**config.mk**
```make
export PLATFORM = sky130hd
export DESIGN_NAME = pair_iss_ctl
export DESIGN_NICKNAME = d
export VERILOG_FILES = /design/src/rtl/pair_iss_pkg.sv /design/src/rtl/pair_iss_haz.sv /design/src/rtl/pair_iss_sb.sv /design/src/rtl/pair_iss_ctl.sv
export SDC_FILE = /design/constraint.sdc
export NUM_CORES = 1
export LEC_CHECK = 0
export BUFFER_PORTS_ARGS = -buffer_cell sky130_fd_sc_hd__buf_2
export CORE_AREA = 3 3 47 49
export DETAILED_ROUTE_END_ITERATION = 10
export DIE_AREA = 0 0 50 52
export GPL_ROUTABILITY_DRIVEN = 0
export PLACE_DENSITY = 0.73
export RECOVER_POWER = 100
export SYNTH_ARGS = -nofsm -noshare
export SYNTH_HDL_FRONTEND = slang
export SYNTH_SLANG_ARGS = --single-unit
```
**constraint.sdc**
```tcl
create_clock -name clk -period 4.65 [get_ports clk]
set_clock_uncertainty 0.2 [all_clocks]
set_input_delay 0.2325 -clock clk [delete_from_list [all_inputs] [get_ports clk]]
set_output_delay 0.2325 -clock clk [all_outputs]
set_load 0.005 [all_outputs]
```
**src/rtl/pair_iss_pkg.sv**
```systemverilog
`timescale 1ns/1ps
package pair_iss_pkg;
  typedef enum logic [1:0] {
    CLS_INT   = 2'd0,
    CLS_LOAD  = 2'd1,
    CLS_FPOP  = 2'd2,
    CLS_STORE = 2'd3
  } iclass_e;
endpackage

```
**src/rtl/pair_iss_haz.sv**
```systemverilog
`timescale 1ns/1ps
// Compares two source indices against a list of pending destinations.
module pair_iss_haz #(
  parameter int REG_W = 6,
  parameter int DEPTH = 1
) (
  input  logic [REG_W-1:0]       src0,
  input  logic [REG_W-1:0]       src1,
  input  logic [DEPTH*REG_W-1:0] pend,
  output logic                   hit
);
  logic [DEPTH-1:0] match;

  for (genvar g = 0; g < DEPTH; g++) begin : g_cmp
    logic [REG_W-1:0] d;
    assign d = pend[g*REG_W +: REG_W];
    assign match[g] = (d != '0) && ((src0 == d) || (src1 == d));
  end

  assign hit = |match;
endmodule

```
**src/rtl/pair_iss_sb.sv**
```systemverilog
`timescale 1ns/1ps
// Shift chain of load destinations still inside their delay window.
module pair_iss_sb #(
  parameter int REG_W = 6,
  parameter int DEPTH = 1
) (
  input  logic                   clk,
  input  logic                   rst_n,
  input  logic                   ld_fire,
  input  logic [REG_W-1:0]       ld_dst,
  output logic [DEPTH*REG_W-1:0] pend
);
  logic [REG_W-1:0] ent_q [DEPTH];
  logic [REG_W-1:0] ent_d [DEPTH];

  always_comb begin
    ent_d[0] = ld_fire ? ld_dst : '0;
    for (int i = 1; i < DEPTH; i++) ent_d[i] = ent_q[i-1];
  end

  for (genvar g = 0; g < DEPTH; g++) begin : g_ent
    always_ff @(posedge clk or negedge rst_n) begin
      if (!rst_n) ent_q[g] <= '0;
      else        ent_q[g] <= ent_d[g];
    end
    assign pend[g*REG_W +: REG_W] = ent_q[g];
  end
endmodule

```
**src/rtl/pair_iss_ctl.sv**
```systemverilog
`timescale 1ns/1ps
module pair_iss_ctl
  import pair_iss_pkg::*;
#(
  parameter int REG_W    = 6,
  parameter int LOAD_DLY = 1
) (
  input  logic             clk,
  input  logic             rst_n,
  input  logic             stall,
  input  logic             l_vld,
  input  logic [1:0]       l_cls,
  input  logic [REG_W-1:0] l_dst,
  input  logic [REG_W-1:0] l_src0,
  input  logic [REG_W-1:0] l_src1,
  input  logic             r_vld,
  input  logic [1:0]       r_cls,
  input  logic [REG_W-1:0] r_src0,
  input  logic [REG_W-1:0] r_src1,
  output logic             l_issue,
  output logic             r_issue,
  output logic [1:0]       adv
);
  localparam int SBW = LOAD_DLY * REG_W;

  logic [SBW-1:0] pend;
  logic           l_shadow, r_shadow, r_raw;
  logic           pair_ok, go;

  pair_iss_sb #(.REG_W(REG_W), .DEPTH(LOAD_DLY)) i_sb (
    .clk(clk), .rst_n(rst_n),
    .ld_fire(l_issue && (l_cls == CLS_LOAD)),
    .ld_dst(l_dst), .pend(pend)
  );

  pair_iss_haz #(.REG_W(REG_W), .DEPTH(LOAD_DLY)) i_haz_l (
    .src0(l_src0), .src1(l_src1), .pend(pend), .hit(l_shadow)
  );
  pair_iss_haz #(.REG_W(REG_W), .DEPTH(LOAD_DLY)) i_haz_r (
    .src0(r_src0), .src1(r_src1), .pend(pend), .hit(r_shadow)
  );
  pair_iss_haz #(.REG_W(REG_W), .DEPTH(1)) i_haz_raw (
    .src0(r_src0), .src1(r_src1), .pend(l_dst), .hit(r_raw)
  );

  assign go      = rst_n && !stall;
  assign pair_ok = (r_cls == CLS_FPOP) && (l_cls != CLS_FPOP);

  always_comb begin
    l_issue = go && l_vld && !l_shadow;
    r_issue = l_issue && r_vld && pair_ok && !r_raw && !r_shadow;
    adv     = r_issue ? 2'd2 : (l_issue ? 2'd1 : 2'd0);
  end

  p_stall_quiet_r1: assert property (@(posedge clk) disable iff (!rst_n)
    stall |-> (!l_issue && !r_issue && adv == 2'd0));

  p_right_after_left_r3: assert property (@(posedge clk) disable iff (!rst_n)
    r_issue |-> l_issue);

  p_pair_legal_r4: assert property (@(posedge clk) disable iff (!rst_n)
    r_issue |-> (r_cls == CLS_FPOP && l_cls != CLS_FPOP));

  p_same_group_raw_r5: assert property (@(posedge clk) disable iff (!rst_n)
    (l_dst != '0 && (r_src0 == l_dst || r_src1 == l_dst)) |-> !r_issue);

  p_load_shadow_r6: assert property (@(posedge clk) disable iff (!rst_n)
    ($past(l_issue && l_cls == CLS_LOAD && l_dst != '0) &&
     (l_src0 == $past(l_dst) || l_src1 == $past(l_dst))) |-> !l_issue);

  p_adv_pair_r8: assert property (@(posedge clk) disable iff (!rst_n)
    (adv == 2'd2) |-> r_issue);
endmodule

```
==> results of run 1 <==
==> what timing repair did <==
item	in CTS	in global routing
endpoints found under the setup margin	0	0
hold endpoints to repair	6	0
hold buffers	1	0
==> cell families (layout without fill, tap and decap cells) <==
group	count (synthesis)	after routing	share of synthesized area (%)
flops	6	6	20.5
buf+inv	8	47	6.31
xor+xnor	36	36	43.0
simple gates	29	29	25.3
compound gates	4	4	4.95
==> per-stage QoR <==
stage | util, % | cell area (µm²) | std cells
2_1_floorplan | - | 733 | 83
3_3_place_gp | 49.1 | 935 | 145
3_5_place_dp | 49.1 | 935 | 145
4_1_cts | 50.9 | 967 | 149
5_1_grt | 49.7 | 945 | 149
6_report | 49.7 | 945 | 149
==> layout make-up <==
cell class	count	area, µm²	area share, %
Multi-Input combinational cell	69	518	54.8
Clock buffer	3	22.5	2.38
Sequential cell	6	150	15.9
Timing Repair Buffer	43	216	22.9
Tap cell	27	33.8	3.58
Inverter	1	3.75	0.397
==> layer usage <==
layer / vias to the layer above / share of wire, % / GRT usage (%)
met2: 46 / 45 / 24.3
met1: 326 / 45 / 18.9
met5: - / 0 / 0
li1: 362 / - / -
met3: 6 / 8.3 / 2.29
met4: 0 / 1.3 / 5.07
==> worst max-delay path, stage by stage, from the launching register on <==
cell,delay (ns)
dfrtp_1,0.44
or4_1,0.55
nor3_1,0.25
inv_1,0.09
a21oi_1,0.43
and2_0,0.22
buf_2,0.12
==> power by group through the flow <==
stage	Sequential [mW]	Combinational, mW	Clock (mW)
after floorplan	0.0538	0.0289	0
after global placement	0.0548	0.0544	0
after detailed placement	0.0549	0.0559	0
after CTS	0.0541	0.0567	0.0468
after global routing	0.0541	0.0609	0.0484
final	0.0540	0.0552	0.0450
==> cells in the final DEF, fill, tap and decap left out, types with 2 or more instances in the layout <==
cell / instances
xor2_1: 4
xnor2_1: 32
and3_1: 6
buf_2: 38
clkbuf_4: 3
nor2b_1: 2
nand4_1: 6
dfrtp_1: 6
clkbuf_1: 3
nand2_1: 5
o22ai_1: 2
nor4_1: 3
==> worst paths after layout <==
kind	endpoint	from	cells past startpoint	slack (ns)
setup / recovery	r_issue	i_sb.pend[2]$_DFF_PN0_	6	1.88
hold / removal	i_sb.pend[5]$_DFF_PN0_	l_dst[5]	2	0.11
setup reg to reg	i_sb.pend[4]$_DFF_PN0_	i_sb.pend[2]$_DFF_PN0_	5	2.37
hold reg to reg	i_sb.pend[3]$_DFF_PN0_	i_sb.pend[1]$_DFF_PN0_	4	0.85
max in group asynchronous	i_sb.pend[0]$_DFF_PN0_	rst_n	2	3.78
min in group asynchronous	i_sb.pend[4]$_DFF_PN0_	rst_n	2	0.21
==> impl_metrics.py, run 1 <==
metrics = {
    "outcome": {
        "status": "finished, final reports clean",
    },
    "die": {
        "rows": 16,
        "die_x_um": 50,
        "initial_utilization_pct": 38.6,
        "io_pins": 43,
        "core_mm2": 0.00190,
        "dieHeight_um": 52,
        "dieArea_mm2": 0.00260,
    },
    "sta": {
        "finalMaxSlewViolations": 0,
        "holdWs_ns": 0.114,
        "finalCritPeriodShare_pct": 59.7,
        "slew_headroom_pct": 65.5,
        "tightestPinTransition_ns": 0.518,
        "hold_viol": 0,
        "period_minus_slack_ns": 2.77,
        "clock.fmax_mhz": 360,
        "setup_slack_ns": 1.88,
        "rsz0062_at_grt": "false",
        "setup_viol": 0,
        "setup_tns_ns": 0,
    },
    "logic_synthesis": {
        "synth_edf_count": 0,
        "yosys.area.top_type_share_pct": 38.2,
        "synth_cell_type_count": 23,
        "synth_area_leader_cell": "xnor2_1",
        "seq_area_frac_synth_pct": 20.5,
        "avgSynthCellArea_um2": 8.83,
        "yosys-top-cells-area": "xnor2_1 38%, dfrtp_1 20%, and3_1 5.1%",
        "netlist_area_um2": 733,
        "ys_ff_latch": 6,
        "synthTopCellsByCount": "32 x xnor2_1, 6 x and3_1, 6 x dfrtp_1, 6 x nand4_1, 5 x nand2_1",
        "yosys.cell_count.top_type": "xnor2_1",
        "synth_cells": 83,
        "ys_warn_count": 0,
        "synth_nets": 122,
        "dominantRegCellSynth": "dfrtp_1",
        "synthArstFlopShare_pct": 100,
    },
    "cts": {
        "cts_tree": "yes",
        "clock_latency_ns": 0.23,
        "cts_root_buf": "clkbuf_4",
        "cts_sinks": 6,
        "cts.repair.resized": 0,
        "postCtsSetupRepairBufs": 0,
        "cts_made_buffers": 3,
        "cts-htree-levels": 1,
        "cts_buffer_depth": 2,
        "clk_pin_slew_ns": 0.04,
    },
    "final_layout": {
        "nFillCells": 195,
        "largest_register_ffs": 6,
        "area_growth_pct": 28.8,
        "nets": 163,
        "diodes": 0,
        "drive_gt1_share_pct": 35.2,
    },
    "detailed_routing": {
        "drc": 0,
        "initialDrtViolationCount": 7,
        "totalWireLength_mm": 1.91,
        "vias": 740,
        "wl_per_cell_um": 12.8,
        "ant_nets": 0,
        "firstDrtPassIters": 4,
        "routed_via_density": 4.97,
    },
    "pwr": {
        "p_int_mw": 0.112,
        "p_leak_nw": 0.428,
        "p_seq_share_pct": 35.0,
        "power_frac_comb_pct": 35.8,
        "finalPower_mw": 0.154,
        "p_per_area_mw_per_mm2": 163,
        "sw_frac_of_total_pct": 27.2,
        "p_clk_share_pct": 29.2,
        "switchingPower_mw": 0.0419,
        "vdd_drop_max_v": 0.000115,
    },
    "grt": {
        "antenna_found_initial": 0,
        "grt_pass1_wl_mm": 2.96,
        "grt_pass1_vias": 692,
        "grt_overflow": 0,
        "grt_max_degree": 10,
        "grt.total_usage_pct": 14.6,
    },
    "setup_path": {
        "worst_setup_path_end_kind": "primary output",
        "crit_required_ns": 4.22,
        "worstSetupStartpointType": "flop",
        "cp_max_fo": 9,
        "crit_type": "flop to primary output",
        "arrival_ns": 2.34,
    },
    "worst_hold_path": {
        "hp-class": "input pin to flop",
    },
    "place": {
        "dp_hpwl_mm": 1.65,
        "io_buffer_count": 42,
        "pre_cts_ws_ns": 2.30,
    },
    "run": {
        "max_cap_violations": 0,
    },
}
(Power assumes the default switching activity.)
==> run 2, diff against run 1 <==
--- a/config.mk
+++ b/config.mk
@@ -5,12 +5,13 @@
 export SDC_FILE = /design/constraint.sdc
 export NUM_CORES = 1
 export LEC_CHECK = 0
+export ABC_AREA = 1
 export BUFFER_PORTS_ARGS = -buffer_cell sky130_fd_sc_hd__buf_2
-export CORE_AREA = 3 3 47 49
+export CORE_AREA = 3 3 53 55
 export DETAILED_ROUTE_END_ITERATION = 10
-export DIE_AREA = 0 0 50 52
+export DIE_AREA = 0 0 56 58
 export GPL_ROUTABILITY_DRIVEN = 0
-export PLACE_DENSITY = 0.73
+export PLACE_DENSITY = 0.68
 export RECOVER_POWER = 100
 export SYNTH_ARGS = -nofsm -noshare
 export SYNTH_HDL_FRONTEND = slang
==> constraint.sdc (replaced) <==
create_clock -name clk -period 2.6 [get_ports clk]
set_clock_uncertainty 0.2 [all_clocks]
set_input_delay 0.13 -clock clk [delete_from_list [all_inputs] [get_ports clk]]
set_output_delay 0.13 -clock clk [all_outputs]
set_load 0.005 [all_outputs]
==> run 2 against run 1 <==
Global-route usage rose by 0.70 points. Clock power rose by 98%. Critical path type is now input pin to primary output. Highest routed layer unchanged. Non-clock buffer count rose by 4. Combinational power rose by 110%.
==> impl_metrics.py, run 2 <==
metrics = {
    "logic_synthesis": {
        "seq_area_frac_synth_pct": 16.2,
        "synth_nets": 228,
        "yosys.cell_count.top_type": "nand2_1",
        "synthTopCellsByCount": "95 x nand2_1, 29 x inv_1, 28 x nor2_1, 7 x nand3_1, 7 x xor2_1",
        "ys_ff_latch": 6,
        "synth_area_leader_cell": "nand2_1",
        "synth_cell_type_count": 17,
        "netlist_area_um2": 927,
        "synth_cells": 189,
        "dominantRegCellSynth": "dfrtp_1",
        "synth_edf_count": 0,
        "ys_warn_count": 0,
        "avgSynthCellArea_um2": 4.91,
        "yosys.area.top_type_share_pct": 38.5,
        "synthArstFlopShare_pct": 100,
        "yosys-top-cells-area": "nand2_1 38%, dfrtp_1 16%, inv_1 12%",
    },
    "die": {
        "dieArea_mm2": 0.00325,
        "dieHeight_um": 58,
        "initial_utilization_pct": 38.1,
        "die_x_um": 56,
        "rows": 18,
        "core_mm2": 0.00243,
        "io_pins": 43,
    },
    "pwr": {
        "p_leak_nw": 0.831,
        "vdd_drop_max_v": 0.000217,
        "finalPower_mw": 0.301,
        "p_per_area_mw_per_mm2": 248,
    },
    "setup_path": {
        "crit_type": "input pin to primary output",
        "arrival_ns": 1.66,
        "worstSetupStartpointType": "input pin",
        "crit_required_ns": 2.27,
        "cp_max_fo": 4,
        "worst_setup_path_end_kind": "primary output",
        "reg2reg_slack_ns": 0.95,
    },
    "detailed_routing": {
        "ant_nets": 0,
        "initialDrtViolationCount": 46,
        "drc": 0,
        "wl_per_cell_um": 8.91,
        "vias": 1136,
        "totalWireLength_mm": 2.38,
        "routed_via_density": 4.25,
        "firstDrtPassIters": 4,
    },
    "final_layout": {
        "seq_area_um2": 150,
        "final_common_cell": "nand2_1",
        "diodes": 0,
        "layout.cells.non_filler": 267,
        "area_growth_pct": 30.9,
        "final_util_pct": 49.9,
        "nets": 278,
        "drive_gt1_share_pct": 21.5,
        "nFillCells": 286,
        "multi_input_area_um2": 614,
        "mostFrequentLayoutCells": "96 x nand2_1, 38 x buf_2, 30 x inv_1",
        "largest_register_ffs": 6,
    },
    "sta": {
        "rsz0062_at_grt": "false",
        "finalCritPeriodShare_pct": 76.6,
        "setup_viol": 0,
        "hold_viol": 0,
        "clock.fmax_mhz": 502,
        "slew_headroom_pct": 74.6,
        "finalMaxSlewViolations": 0,
        "setup_tns_ns": 0,
        "period_minus_slack_ns": 1.99,
        "tightestPinTransition_ns": 0.382,
    },
    "grt": {
        "grt_pass1_vias": 937,
        "grt_overflow": 0,
        "grt_pass1_wl_mm": 4.01,
        "grt.total_usage_pct": 15.3,
        "grt_max_degree": 8,
        "antenna_found_initial": 0,
    },
    "run": {
        "max_cap_violations": 0,
    },
    "place": {
        "io_buffer_count": 42,
        "place_inst": 259,
        "dp_hpwl_mm": 2.05,
    },
    "cts": {
        "cts_made_buffers": 3,
        "cts_root_buf": "clkbuf_4",
        "clock_latency_ns": 0.25,
        "clk_pin_slew_ns": 0.04,
        "cts_tree": "yes",
        "cts_buffer_depth": 2,
        "cts-htree-levels": 1,
        "postCtsSetupRepairBufs": 0,
        "cts_sinks": 6,
    },
    "worst_hold_path": {
        "hp-class": "input pin to flop",
    },
    "outcome": {
        "status": "finished, final reports clean",
    },
}
==> run 2: cell types whose count changed after synthesis, sizes merged, moves of 3 or more <==
| cell | change |
|---|---|
| nand2 | +92 |
| inv | +34 |
| xnor2 | -32 |
| nor2 | +28 |
| nand3 | +9 |
| and3 | -6 |
| buf | -5 |
| nand4 | -5 |
| xor2 | +3 |
==> run 2: per-stage QoR <==
stage	worst slack [ns]	hold WS [ns]	cell area (µm²)
4_1_cts	0.618	0.00691	1230
5_1_grt	0.490	0.0258	1210
3_3_place_gp	0.961	-0.227	1160
6_report	0.609	0.00718	1210
2_1_floorplan	1.04	-0.366	927
3_5_place_dp	0.965	-0.230	1160
==> run 2: area by class of cell <==
cell class | count | share of cell area [%]
Timing Repair Buffer | 47 | 21.2
Tap cell | 30 | 3.09
Multi-Input combinational cell | 146 | 50.6
Clock buffer | 3 | 1.86
Sequential cell | 6 | 12.4
Inverter | 35 | 10.8
==> run 2: final timing paths <==
kind                                         from                      to  cells past startpoint
setup / recovery                         l_dst[1]                  adv[1]                      8
hold / removal                           l_dst[4]  i_sb.pend[4]$_DFF_PN0_                      3
setup reg to reg           i_sb.pend[0]$_DFF_PN0_  i_sb.pend[2]$_DFF_PN0_                      7
hold reg to reg            i_sb.pend[1]$_DFF_PN0_  i_sb.pend[0]$_DFF_PN0_                      5
max in group asynchronous                   rst_n  i_sb.pend[2]$_DFF_PN0_                      2
min in group asynchronous                   rst_n  i_sb.pend[0]$_DFF_PN0_                      2
==> run 2: routing by layer <==
metal  vias up  global-route usage [%]  part of all wire (%)
met5         -                       0                     0
met4         0                    5.08                  0.80
met3         4                    2.90                   6.8
met2        37                    22.5                    42
met1       445                    22.3                    50
li1        650                       -                     -
==> run 2: repair_timing <==
| action | CTS | global route |
|---|---|---|
| hold buffers | 5 | 0 |
| resized for setup | 0 | 0 |
| endpoints found under the hold margin | 10 | 0 |
==> run 2: worst max-delay path, stage by stage <==
cell and delay (ns):
dlygate4sd3_1 0.53, buf_2 0.14, nor4_1 0.30, nand3_1 0.11, nand2_1 0.09, nand3_1 0.08, nor2_1 0.14, clkbuf_2 0.13
==> run 2: report_power, final <==
group	switching, mW	leakage, nW	internal (mW)
clock network	0.0368	0.0138	0.0524
logic	0.0625	0.734	0.0527
registers	0.00169	0.0835	0.0945
total	0.101	0.831	0.200
==> run 2: logic make-up after synthesis <==
group | after synthesis | share of synthesized area [%]
AO/OA/AOI/OAI | 2 | 1.75
XOR/XNOR | 7 | 6.61
buffers and inverters | 37 | 15.5
flip-flops | 6 | 16.2
AND/OR/NAND/NOR | 137 | 59.9
==> run 3, diff against run 2 <==
==> constraint.sdc (replaced) <==
create_clock -name clk -period 2 [get_ports clk]
set_clock_uncertainty 0.2 [all_clocks]
set_input_delay 0.1 -clock clk [delete_from_list [all_inputs] [get_ports clk]]
set_output_delay 0.1 -clock clk [all_outputs]
set_load 0.005 [all_outputs]
==> run 3 against run 2 <==
Sequential power is 30% higher. Worst setup slack worse by 0.52 ns. Global-route usage is 0.20 points lower. Worst hold slack gained 0.071 ns. Cell count increased by 1.1%. Critical endpoint is now r_issue. Largest cell class unchanged.
==> impl_metrics.py, run 3 (synthesized netlist as in run 2, its figures left out) <==
metrics = {
    "pwr": {
        "p_per_area_mw_per_mm2": 314,
        "p_leak_nw": 0.850,
        "vdd_drop_max_v": 0.000220,
    },
    "place": {
        "io_buffer_count": 42,
        "dp_hpwl_mm": 2.04,
        "place_inst": 259,
        "place_area_mm2": 0.00116,
        "pre_cts_ws_ns": 0.393,
    },
    "final_layout": {
        "largest_register_ffs": 6,
        "final_common_cell": "nand2_1",
        "area_growth_pct": 35.9,
        "nFillCells": 280,
        "seq_area_um2": 150,
        "layout.cells.non_filler": 270,
        "multi_input_area_um2": 627,
        "nets": 281,
        "mostFrequentLayoutCells": "96 x nand2_1, 40 x buf_2, 28 x inv_1",
        "drive_gt1_share_pct": 23.8,
        "stdcell_area_mm2": 0.00126,
        "diodes": 0,
    },
    "detailed_routing": {
        "routed_via_density": 4.18,
        "vias": 1129,
        "initialDrtViolationCount": 65,
        "wl_per_cell_um": 9.15,
        "totalWireLength_mm": 2.47,
        "firstDrtPassIters": 5,
        "ant_nets": 0,
        "drc": 0,
    },
    "setup_path": {
        "crit_slowest_cell": "dlygate4sd3_1",
        "arrival_ns": 1.61,
        "cp_max_fo": 4,
        "cpPeakStageDelay_ns": 0.54,
        "worstSetupStartpointType": "input pin",
        "crit_required_ns": 1.70,
        "reg2reg_slack_ns": 0.32,
        "crit_type": "input pin to primary output",
        "rr_startpoint": "i_sb.pend[0]$_DFF_PN0_",
        "worst_setup_path_end_kind": "primary output",
        "cp_cell_sequence": "dlygate4sd3_1 -> buf_4 -> nor4_2 -> nand3_1 -> nand2_1 -> nand3_1 -> nor2_2 -> buf_2",
        "crit_top_cell": "nand3_1",
        "rr_worst_depth": 7,
        "r2r-end": "i_sb.pend[1]$_DFF_PN0_",
    },
    "sta": {
        "rsz0062_at_grt": "true",
        "clock.fmax_mhz": 524,
        "tightestPinTransition_ns": 0.383,
        "setup_slack_ns": 0.0915,
        "setup_viol": 0,
        "finalCritPeriodShare_pct": 95.4,
        "hold_viol": 0,
        "period_minus_slack_ns": 1.91,
        "finalMaxSlewViolations": 0,
        "slew_headroom_pct": 74.5,
    },
    "grt": {
        "grt_overflow": 0,
        "grt_pass1_vias": 954,
        "grt_max_degree": 8,
        "grt.total_usage_pct": 15.1,
        "antenna_found_initial": 0,
        "grt_pass1_wl_mm": 4.02,
    },
    "die": {
        "die_x_um": 56,
        "core_mm2": 0.00243,
        "io_pins": 43,
        "dieHeight_um": 58,
        "initial_utilization_pct": 38.1,
        "dieArea_mm2": 0.00325,
        "rows": 18,
    },
    "cts": {
        "cts_sinks": 6,
        "cts_tree": "yes",
        "clk_pin_slew_ns": 0.05,
        "cts_root_buf": "clkbuf_4",
        "clock_latency_ns": 0.24,
        "cts_buffer_depth": 2,
        "cts-htree-levels": 1,
        "cts_made_buffers": 3,
    },
    "outcome": {
        "status": "finished, final reports clean",
    },
    "run": {
        "max_cap_violations": 0,
    },
    "worst_hold_path": {
        "hp-class": "input pin to asynchronous set/reset pin",
    },
}
run 3: changes by cell type in the layout (fill, tap and decap cells not counted), moves of 2 or more:
cell / delta
dlygate4sd3_1: +3
buf_2: +2
clkbuf_2: -2
inv_1: -2
inv_2: +2
run 3: critical path, delay by kind of cell:
kind | cells | cell delay (ns)
buffers and inverters | 3 | 0.81
AND/OR/NAND/NOR | 5 | 0.68
run 3: where the power goes:
part	leakage (nW)	total (mW)	switching, mW	internal [mW]
clock	0.0138	0.112	0.0445	0.0679
combinational	0.752	0.158	0.0844	0.0737
sequential	0.0835	0.125	0.00216	0.123
run 3: per-stage QoR:
| stage | util [%] | TNS, ns | hold WS (ns) | power (mW) |
|---|---|---|---|---|
| 4_1_cts | 52.0 | 0 | 0.00714 | 0.399 |
| 6_report | 51.8 | 0 | 0.0784 | 0.396 |
| 3_3_place_gp | 47.8 | 0 | -0.257 | 0.273 |
| 3_5_place_dp | 47.8 | 0 | -0.259 | 0.272 |
| 5_1_grt | 51.8 | -0.00555 | 0.119 | 0.433 |
| 2_1_floorplan | - | 0 | -0.396 | 0.205 |
run 3: what timing repair did:
item                                    CTS  global route
hold buffers                              8             0
buffers inserted                          0             0
endpoints found under the setup margin    0             3
endpoints found under the hold margin    12             0
resized for setup                         0             4
run 3: final cells by class:
type,count,area share [%]
Multi-Input combinational cell,146,49.8
Clock buffer,3,1.79
Timing Repair Buffer,50,23.1
Sequential cell,6,11.9
Tap cell,30,2.98
Inverter,35,10.4
run 3: metal layers:
metal	vias to the layer above	part of all wire [%]	track usage (%)
met5	-	0	0
met3	0	5.4	2.23
li1	652	-	-
met1	445	51	21.6
met2	32	44	24.2
met4	0	0	3.05
run 3: worst max-delay path by stage:
stage               cells after the start                   start  endpoint  slack, ns
floorplan                               9  i_sb.pend[0]$_DFF_PN0_    adv[1]       0.47
global placement                        8  i_sb.pend[0]$_DFF_PN0_    adv[1]       0.39
detailed placement                      8  i_sb.pend[0]$_DFF_PN0_   r_issue       0.39
CTS                                     8                l_dst[2]   r_issue       0.03
global route                           11  i_sb.pend[2]$_DFF_PN0_    adv[0]     -0.006
finish                                  8                l_dst[2]   r_issue       0.09
